--- src/rtl/gpio_seq_pkg.sv ---
package gpio_seq_pkg;
    localparam int NPINS  = 3;
    localparam int DLY_W  = 4;
    localparam int SEL_W  = 2;
    localparam int DATA_W = 8;
    localparam int ADDR_W = 4;

    localparam logic [ADDR_W-1:0] A_MODE   = 4'd0;
    localparam logic [ADDR_W-1:0] A_DRIVE  = 4'd1;
    localparam logic [ADDR_W-1:0] A_LEVEL  = 4'd2;
    localparam logic [ADDR_W-1:0] A_STATUS = 4'd3;
    localparam logic [ADDR_W-1:0] A_SEQEN  = 4'd4;
    localparam logic [ADDR_W-1:0] A_SRCSEL = 4'd5;
    localparam logic [ADDR_W-1:0] A_DLY0   = 4'd6;

    typedef struct packed {
        logic [NPINS-1:0]            gpio;
        logic [NPINS-1:0]            dir;
        logic [NPINS-1:0]            od;
        logic [NPINS-1:0]            pd;
        logic [NPINS-1:0]            lvl;
        logic [NPINS-1:0]            seq_en;
        logic [NPINS-1:0][SEL_W-1:0] src;
        logic [NPINS-1:0][DLY_W-1:0] up_dly;
        logic [NPINS-1:0][DLY_W-1:0] dn_dly;
    } cfg_t;

    typedef struct packed {
        logic             lvl;
        logic             busy;
        logic             tgt;
        logic             prev;
        logic [DLY_W-1:0] cnt;
    } seq_st_t;
endpackage

--- src/rtl/gpio_sync.sv ---
module gpio_sync #(
    parameter int WIDTH  = 3,
    parameter int STAGES = 2
) (
    input  logic             clk,
    input  logic             rst_n,
    input  logic [WIDTH-1:0] din,
    output logic [WIDTH-1:0] dout
);
    logic [STAGES-1:0][WIDTH-1:0] stg_d, stg_q;

    always_comb begin
        stg_d = stg_q;
        stg_d[0] = din;
        for (int i = 1; i < STAGES; i++) stg_d[i] = stg_q[i-1];
    end

    always_ff @(posedge clk or negedge rst_n) begin
        if (!rst_n) stg_q <= '0;
        else        stg_q <= stg_d;
    end

    assign dout = stg_q[STAGES-1];
endmodule

--- src/rtl/gpio_regs.sv ---
module gpio_regs
    import gpio_seq_pkg::*;
(
    input  logic              clk,
    input  logic              rst_n,
    input  logic              we,
    input  logic [ADDR_W-1:0] addr,
    input  logic [DATA_W-1:0] wdata,
    input  logic [NPINS-1:0]  status,
    output logic [DATA_W-1:0] rdata,
    output cfg_t              cfg
);
    cfg_t cfg_d, cfg_q;

    always_comb begin
        cfg_d = cfg_q;
        if (we) begin
            case (addr)
                A_MODE: begin
                    cfg_d.gpio = wdata[NPINS-1:0];
                    cfg_d.dir  = wdata[2*NPINS-1:NPINS];
                end
                A_DRIVE: begin
                    cfg_d.od = wdata[NPINS-1:0];
                    cfg_d.pd = wdata[2*NPINS-1:NPINS];
                end
                A_LEVEL:  cfg_d.lvl    = wdata[NPINS-1:0];
                A_SEQEN:  cfg_d.seq_en = wdata[NPINS-1:0];
                A_SRCSEL: cfg_d.src    = wdata[NPINS*SEL_W-1:0];
                default: begin
                    for (int p = 0; p < NPINS; p++) begin
                        if (addr == A_DLY0 + ADDR_W'(p)) begin
                            cfg_d.up_dly[p] = wdata[DLY_W-1:0];
                            cfg_d.dn_dly[p] = wdata[2*DLY_W-1:DLY_W];
                        end
                    end
                end
            endcase
        end
    end

    always_ff @(posedge clk or negedge rst_n) begin
        if (!rst_n) begin
            cfg_q    <= '0;
            cfg_q.pd <= '1;
        end else begin
            cfg_q <= cfg_d;
        end
    end

    always_comb begin
        rdata = '0;
        case (addr)
            A_MODE:   rdata[2*NPINS-1:0]       = {cfg_q.dir, cfg_q.gpio};
            A_DRIVE:  rdata[2*NPINS-1:0]       = {cfg_q.pd, cfg_q.od};
            A_LEVEL:  rdata[NPINS-1:0]         = cfg_q.lvl;
            A_STATUS: rdata[NPINS-1:0]         = status;
            A_SEQEN:  rdata[NPINS-1:0]         = cfg_q.seq_en;
            A_SRCSEL: rdata[NPINS*SEL_W-1:0]   = cfg_q.src;
            default: begin
                for (int p = 0; p < NPINS; p++)
                    if (addr == A_DLY0 + ADDR_W'(p))
                        rdata = {cfg_q.dn_dly[p], cfg_q.up_dly[p]};
            end
        endcase
    end

    assign cfg = cfg_q;
endmodule

--- src/rtl/gpio_seq_ch.sv ---
module gpio_seq_ch
    import gpio_seq_pkg::*;
(
    input  logic             clk,
    input  logic             rst_n,
    input  logic             active,
    input  logic             src,
    input  logic             tick,
    input  logic [DLY_W-1:0] up_code,
    input  logic [DLY_W-1:0] dn_code,
    output logic             level,
    output logic             busy,
    output logic             edge_seen
);
    seq_st_t st_d, st_q;
    logic [DLY_W-1:0] code;

    assign code      = src ? up_code : dn_code;
    assign edge_seen = active && (src != st_q.prev);

    always_comb begin
        st_d      = st_q;
        st_d.prev = src;
        if (!active) begin
            st_d.lvl  = 1'b0;
            st_d.busy = 1'b0;
            st_d.cnt  = '0;
        end else if (edge_seen) begin
            if (st_q.busy) begin
                st_d.busy = 1'b0;
            end else if (code == '0) begin
                st_d.lvl = src;
            end else begin
                st_d.busy = 1'b1;
                st_d.cnt  = code;
                st_d.tgt  = src;
            end
        end else if (st_q.busy && tick) begin
            if (st_q.cnt == DLY_W'(1)) begin
                st_d.lvl  = st_q.tgt;
                st_d.busy = 1'b0;
            end else begin
                st_d.cnt = st_q.cnt - DLY_W'(1);
            end
        end
    end

    always_ff @(posedge clk or negedge rst_n) begin
        if (!rst_n) st_q <= '0;
        else        st_q <= st_d;
    end

    assign level = st_q.lvl;
    assign busy  = st_q.busy;
endmodule

--- src/rtl/gpio_pad_drv.sv ---
module gpio_pad_drv (
    input  logic gpio,
    input  logic dir_out,
    input  logic od,
    input  logic reg_lvl,
    input  logic seq_act,
    input  logic seq_lvl,
    input  logic pd_cfg,
    output logic out,
    output logic oe,
    output logic pd
);
    logic lvl;

    always_comb begin
        lvl = seq_act ? seq_lvl : reg_lvl;
        out = 1'b0;
        oe  = 1'b0;
        if (gpio && dir_out) begin
            if (od) begin
                oe = !lvl;
            end else begin
                oe  = 1'b1;
                out = lvl;
            end
        end
    end

    assign pd = pd_cfg;
endmodule

--- src/rtl/seq_gpio_ctrl.sv ---
module seq_gpio_ctrl
    import gpio_seq_pkg::*;
#(
    parameter int SYNC_STAGES = 2
) (
    input  logic              clk,
    input  logic              rst_n,
    input  logic              reg_we,
    input  logic [ADDR_W-1:0] reg_addr,
    input  logic [DATA_W-1:0] reg_wdata,
    output logic [DATA_W-1:0] reg_rdata,
    input  logic              dly_tick,
    input  logic [NPINS-1:0]  pad_in,
    output logic [NPINS-1:0]  pad_out,
    output logic [NPINS-1:0]  pad_oe,
    output logic [NPINS-1:0]  pad_pd,
    output logic [NPINS-1:0]  en_out
);
    logic [NPINS-1:0] pin_s;
    logic [NPINS-1:0] seq_act, seq_src, seq_lvl, seq_busy, seq_edge;
    cfg_t cfg;

    gpio_sync #(.WIDTH(NPINS), .STAGES(SYNC_STAGES)) u_sync (
        .clk(clk), .rst_n(rst_n), .din(pad_in), .dout(pin_s)
    );

    gpio_regs u_regs (
        .clk(clk), .rst_n(rst_n), .we(reg_we), .addr(reg_addr),
        .wdata(reg_wdata), .status(pin_s), .rdata(reg_rdata), .cfg(cfg)
    );

    for (genvar p = 0; p < NPINS; p++) begin : g_pin
        assign seq_act[p] = cfg.gpio[p] && cfg.dir[p] && cfg.seq_en[p];
        assign seq_src[p] = (int'(cfg.src[p]) < NPINS) ? pin_s[cfg.src[p]] : 1'b0;

        gpio_seq_ch u_seq (
            .clk(clk), .rst_n(rst_n), .active(seq_act[p]), .src(seq_src[p]),
            .tick(dly_tick), .up_code(cfg.up_dly[p]), .dn_code(cfg.dn_dly[p]),
            .level(seq_lvl[p]), .busy(seq_busy[p]), .edge_seen(seq_edge[p])
        );

        gpio_pad_drv u_drv (
            .gpio(cfg.gpio[p]), .dir_out(cfg.dir[p]), .od(cfg.od[p]),
            .reg_lvl(cfg.lvl[p]), .seq_act(seq_act[p]), .seq_lvl(seq_lvl[p]),
            .pd_cfg(cfg.pd[p]), .out(pad_out[p]), .oe(pad_oe[p]), .pd(pad_pd[p])
        );

        assign en_out[p] = pin_s[p] && !cfg.gpio[p];
    end
endmodule

--- config.mk ---
export PLATFORM = sky130hd
export DESIGN_NAME = seq_gpio_ctrl
export DESIGN_NICKNAME = d
export VERILOG_FILES = /design/src/rtl/gpio_seq_pkg.sv /design/src/rtl/gpio_sync.sv /design/src/rtl/gpio_regs.sv /design/src/rtl/gpio_seq_ch.sv /design/src/rtl/gpio_pad_drv.sv /design/src/rtl/seq_gpio_ctrl.sv
export SDC_FILE = /design/constraint.sdc
export NUM_CORES = 1
export LEC_CHECK = 0
export BUFFER_PORTS_ARGS = -buffer_cell sky130_fd_sc_hd__buf_4
export CORE_AREA = 2 2 118 120
export DETAILED_ROUTE_END_ITERATION = 12
export DIE_AREA = 0 0 120 122
export SLEW_MARGIN = 0
export SYNTH_ARGS = -nofsm -noshare
export SYNTH_HDL_FRONTEND = slang
export SYNTH_SLANG_ARGS = --single-unit
--- constraint.sdc ---
create_clock -name clk -period 1.8 [get_ports clk]
set_input_delay 0.09 -clock clk [delete_from_list [all_inputs] [get_ports clk]]
set_output_delay 0.09 -clock clk [all_outputs]
set_load 0.05 [all_outputs]
======== Word level (Yosys, flattened, before mapping) ========
Index checks and enable logic that the tools add are counted.
storage, ports and cells
  input port bits ......................... 19
  logic and storage cells ................. 203
  bits in registers ....................... 78
  output and inout port bits .............. 20
cells by class
  bitwise gates (word level) .............. 7
  reductions and logical operators ........ 48
  equality and inequality tests ........... 32
  $lt $le $gt $ge ......................... 6
  $add $sub $neg .......................... 3
  muxes and demuxes ....................... 75
operators with widths
  cell                 number
  $mux 4               21
  $ne 3x3->1 const B   18
  $reduce_and 4->1     9
  $mux 2               16
  $mux 1               30
  $mux 8               3
  $pmux 3 s6           1
  $eq 4x1->1 const B   4
  $eq 4x3->1 const B   4
  $logic_not 4->1      4
  $reduce_and 2->1     8
  $logic_and 1x1->1    15
  $pmux 3 s4           1
  $sub 4x1->4 const B  3
  $lt 2x3->1 const B   3
  $reduce_and 3->1     3
  $eq 4x2->1 const B   2
  $not 1->1            7
  $bmux 1 s2           3
  $logic_not 1->1      6
  $lt 2x2->1 const B   3
  $reduce_or 6->1      1
  $reduce_or 5->1      1
  $eq 4x4->1 const B   1
  2 further kinds      4

======== Longest topological paths before layout ========
  depth in word-level cells ............... 9
  mapped depth ............................ 9

======== By module ========
Synthesis repeated with hierarchy kept, for this count alone.
second synthesis, totals
  cells, all modules ...................... 461
  area, all modules ....................... 4850.9 um2
by module, submodules not included
  module                            cells an instance  instances  area each (um2)  sequential area each (um2)
  gpio_regs                         194                1          2429.8           1204.9
  gpio_seq_ch (g_pin[0].u_seq ...)  81                 2          723.2            200.2
  gpio_seq_ch (g_pin[2].u_seq)      69                 1          599.3            200.2
  gpio_sync                         6                  1          150.1            150.1
  gpio_pad_drv                      5                  3          42.5             0.0
  seq_gpio_ctrl                     15                 1          97.6             0.0

======== Worst setup path before layout ========
OpenSTA, ideal clock, no wires.
  path type ............................... in2out
  start point ............................. input port reg_addr[1]
  end point ............................... output port reg_rdata[5]
  setup slack ............................. -378 ps
  stages .................................. 5
  arrival time ............................ 2088 ps
  data required time ...................... 1710 ps
  cells stage by stage .................... clkbuf_1 clkbuf_1 clkbuf_1 a31oi_1 o21ai_0
between the ends
  word-level cells in the longest chain between the ends .. 5
ends and longest elaborated chain
  item                 RTL line             RTL
  start, declared      seq_gpio_ctrl.sv:9   input logic [ADDR_W-1:0] reg_addr,
  $eq 4x3->1           gpio_regs.sv:62      if (addr == A_DLY0 + ADDR_W'(p))
  $mux 8 (3 in a row)  gpio_regs.sv:62
  $pmux 3 s4 *         gpio_regs.sv:53      case (addr)
  end, declared        seq_gpio_ctrl.sv:11  output logic [DATA_W-1:0] reg_rdata,
Mark *: on every way between the ends. The rest lies on a longest branch, timed or not.

======== Worst setup path in the final report ========
  start point ............................. register u_sync.stg_q (netlist bit u_sync.dout[0])
  end point ............................... output port reg_rdata[0]
between the ends
  word-level cells in the longest chain between the ends .. 1
ends and longest elaborated chain
  item                    RTL line         RTL
  start, declared         gpio_sync.sv:10  logic [STAGES-1:0][WIDTH-1:0] stg_d, stg_q;
  start signal, assigned  gpio_sync.sv:20  else stg_q <= stg_d;
  $pmux 3 s6              gpio_regs.sv:53
Every way passes these cells.

==> run metrics <==
Max-cap violations 0; final core occ 0.457; Final GP Congestion 0.903; final net count 574; fin crit share 1.03; Worst Setup End Kind primary output; ys flop type dfrtp_1; Worst EP required 1.71 ns; clk root buf clkbuf_16; Worst VDD drop 0.533 mV; overall global routing resource usage 0.181; CP endpoint reg_rdata[0]; placed cell areas 5480 um2; Final Max Tran Viols 0; Post-Route WL 13000 um; DR DRC count 0; Design Area, Final 6170 um2; number of H-tree levels 3; I/O pins 39; CP max stage cell dfrtp_1; largest net degree at the start of global routing 48; final hold vios 0; fin crit period 1.86 ns; status finished, violations left; hold crit path type primary input to flip-flop; Final ANT Viol Nets 0; vias per std cell 5.33; syn_area_per_cell 10.2 um2; async set-reset flop share out of synthesis 1.00; total power 0.00746 W; clk slew on worst S/H paths 0.06 ns; global-route wire length before repair 20600 um; R2R cell count 7; Max-slew headroom 0.694; power per cell area 1210 nW/um2; die area 14600 um2; syn_nets 476; hold path depth 2; Cell Area, Synth 4600 um2; total CTS buffers 9; CTS tree yes; CP startpoint kind flip-flop; initial antenna violation count 0; crit path from u_sync.dout[0]; RSZ-0062 raised after global routing true; ratio of cells with drive above 1 in the final layout 0.426; stages on the worst setup path 7; Syn Inst Count 451; cell family contributing the most delay on the critical path flip-flops; # diodes 0; CP Buf/Inv Count 2; Yosys Warn Count 0; DR iter-0 viols 250; Placed Cells incl. Taps 702; endpoints failing setup 10; Final WS setup -0.0624 ns; via count 3910; Reg-to-Reg Start u_sync.dout[2]; number of global-route vias before repair 3932; Critical Path Max Stage Delay 0.41 ns; Post-Layout Cell Count 734; Die Ht 122 um; Reg-to-Reg End g_pin[0].u_seq.st_q[3]; worst-path maximum fanout 3; sequential fraction of the synthesis area 0.425; Detailed Place HPWL 9350 um; CP Cell Sequence buf_6, mux2_4, a22oi_2, nor2_1, a211oi_2, o21ai_1, buf_4; Post-synth EDFFs 0; Slew @ Worst Pin 0.458 ns; skew final 0.00732 ns; IO Port Bufs 38; critical path class flip-flop to primary output; area grow syn2layout 34.2%; DR pass1 iterations 4; leakage power 2.67 nW; Core Region 13500 um2; fmax 537 MHz; Rows 43; Die W 120 um; Worst-Skew Late Latency 0.34 ns; Clock Path Buffers 2; Initial Util 0.340; failing checks setup timing; final hold slack 0.0263 ns; remaining global-route overflow 0; CP arrival 1.77 ns; Synth cell types 58; wire per inst 17.7 um; Yosys reg bits 78; clock sinks 78; R2R setup slack -0.06 ns
==> sequential cells by signal, indices dropped and copies added, names as in the netlist <==
register	flops
g_pin.u_seq.st_q	18
g_pin.u_seq.busy	3
u_regs.cfg	48
u_sync.dout	3
g_pin.u_seq.level	3
u_sync.stg_d	3
==> cell usage after synthesis, drive strengths merged (3+ instances only) <==
library cell | instances | area, um2
inv | 11 | 46.3
dfrtp | 75 | 1880
nor2b | 9 | 56.3
and2 | 3 | 18.8
nand3b | 8 | 60.1
nand2 | 37 | 139
nand4b | 3 | 26.3
a31oi | 11 | 68.8
or3 | 3 | 18.8
dfstp | 3 | 78.8
a211oi | 5 | 50.1
a21oi | 22 | 110
nor4 | 6 | 43.8
mux2i | 18 | 180
clkbuf | 14 | 52.6
o211ai | 5 | 37.5
buf | 19 | 130
xnor2 | 6 | 60.1
nand4 | 5 | 31.3
a22oi | 9 | 67.6
ha | 6 | 75.1
nor3 | 13 | 65.1
mux2 | 64 | 728
o22ai | 3 | 18.8
o31ai | 3 | 27.5
nor3b | 11 | 82.6
nor2 | 31 | 119
o21ai | 11 | 55.1
nand3 | 13 | 65.1
a311oi | 3 | 26.3
==> per-layer routing <==
layer / GRT usage / share of wire / routed length, um / up-vias
li1: - / - / - / 1842
met4: 0.0647 / 0.018 / 234 / 0
met3: 0.0318 / 0.054 / 697 / 19
met2: 0.294 / 0.49 / 6310 / 110
met1: 0.243 / 0.44 / 5740 / 1939
met5: 0 / 0 / 0 / -
==> final cells by class <==
cell class | instances | area [um2]
Inverter | 12 | 55.1
Clock buffer | 11 | 243
Sequential cell | 78 | 1960
Timing Repair Buffer | 120 | 953
Multi-Input combinational cell | 328 | 2630
Tap cell | 180 | 225
Fill cell | 1228 | 7330
Clock inverter | 5 | 106
==> cells by family after synthesis <==
group / Yosys count / share of synthesized area
flops: 78 / 0.425
mux: 82 / 0.198
simple gates: 147 / 0.167
compound gates: 85 / 0.126
buf+inv: 45 / 0.0506
fa+ha+maj: 6 / 0.0163
xor+xnor: 8 / 0.0169
==> per-stage QoR <==
stage	TNS [ns]	setup WS, ns
3_5_place_dp	-1.02	-0.150
3_3_place_gp	-0.399	-0.0813
4_1_cts	-0.448	-0.0752
6_report	-0.363	-0.0624
2_1_floorplan	-0.481	-0.113
5_1_grt	-1.75	-0.138
==> worst min path at each step <==
stage / start / endpoint / slack [ns]
finish: reg_wdata[7] / u_regs.cfg[11] / 0.03
global route: reg_wdata[7] / u_regs.cfg[3] / 0.03
CTS: reg_wdata[7] / u_regs.cfg[11] / 0.02
detailed placement: rst_n / g_pin[1].u_seq.st_q[1] / 0.07
global placement: rst_n / g_pin[1].u_seq.st_q[0] / 0.07
floorplan: rst_n / g_pin[0].u_seq.busy / -0.21
==> what timing repair did <==
| action | in CTS | in global routing |
|---|---|---|
| endpoints found under the setup margin | 19 | 21 |
| resized for setup | 29 | 17 |
| pin swaps | 7 | 15 |
| buffers inserted | 2 | 10 |
| hold endpoints to repair | 34 | 0 |
| hold buffers | 4 | 0 |
==> power by group <==
part	switching [W]	internal, W	leakage [nW]
Sequential	0.000305	0.00209	0.980
Combinational	0.00147	0.00148	1.52
Clock	0.000730	0.00140	0.166
Total	0.00250	0.00496	2.67
==> layout by cell type, fill, tap and decap left out, types with 4 or more instances in the layout <==
cell type and count:
buf_4 108, dfrtp_1 75, mux2_2 55, nand2_1 37
nor2_1 30, a21oi_1 20, mux2i_1 17, nand3_1 13
nor3_1 12, a31oi_1 11, inv_1 9, nor2b_1 9
clkbuf_16 9, mux2_4 8, nand3b_1 8, nor3b_1 8
a22oi_1 6, ha_1 6, buf_6 6, o21ai_1 5
o211ai_1 5, nand4_1 5, nor4_2 4, dlygate4sd3_1 4
Power figures use the tool's default switching activity.
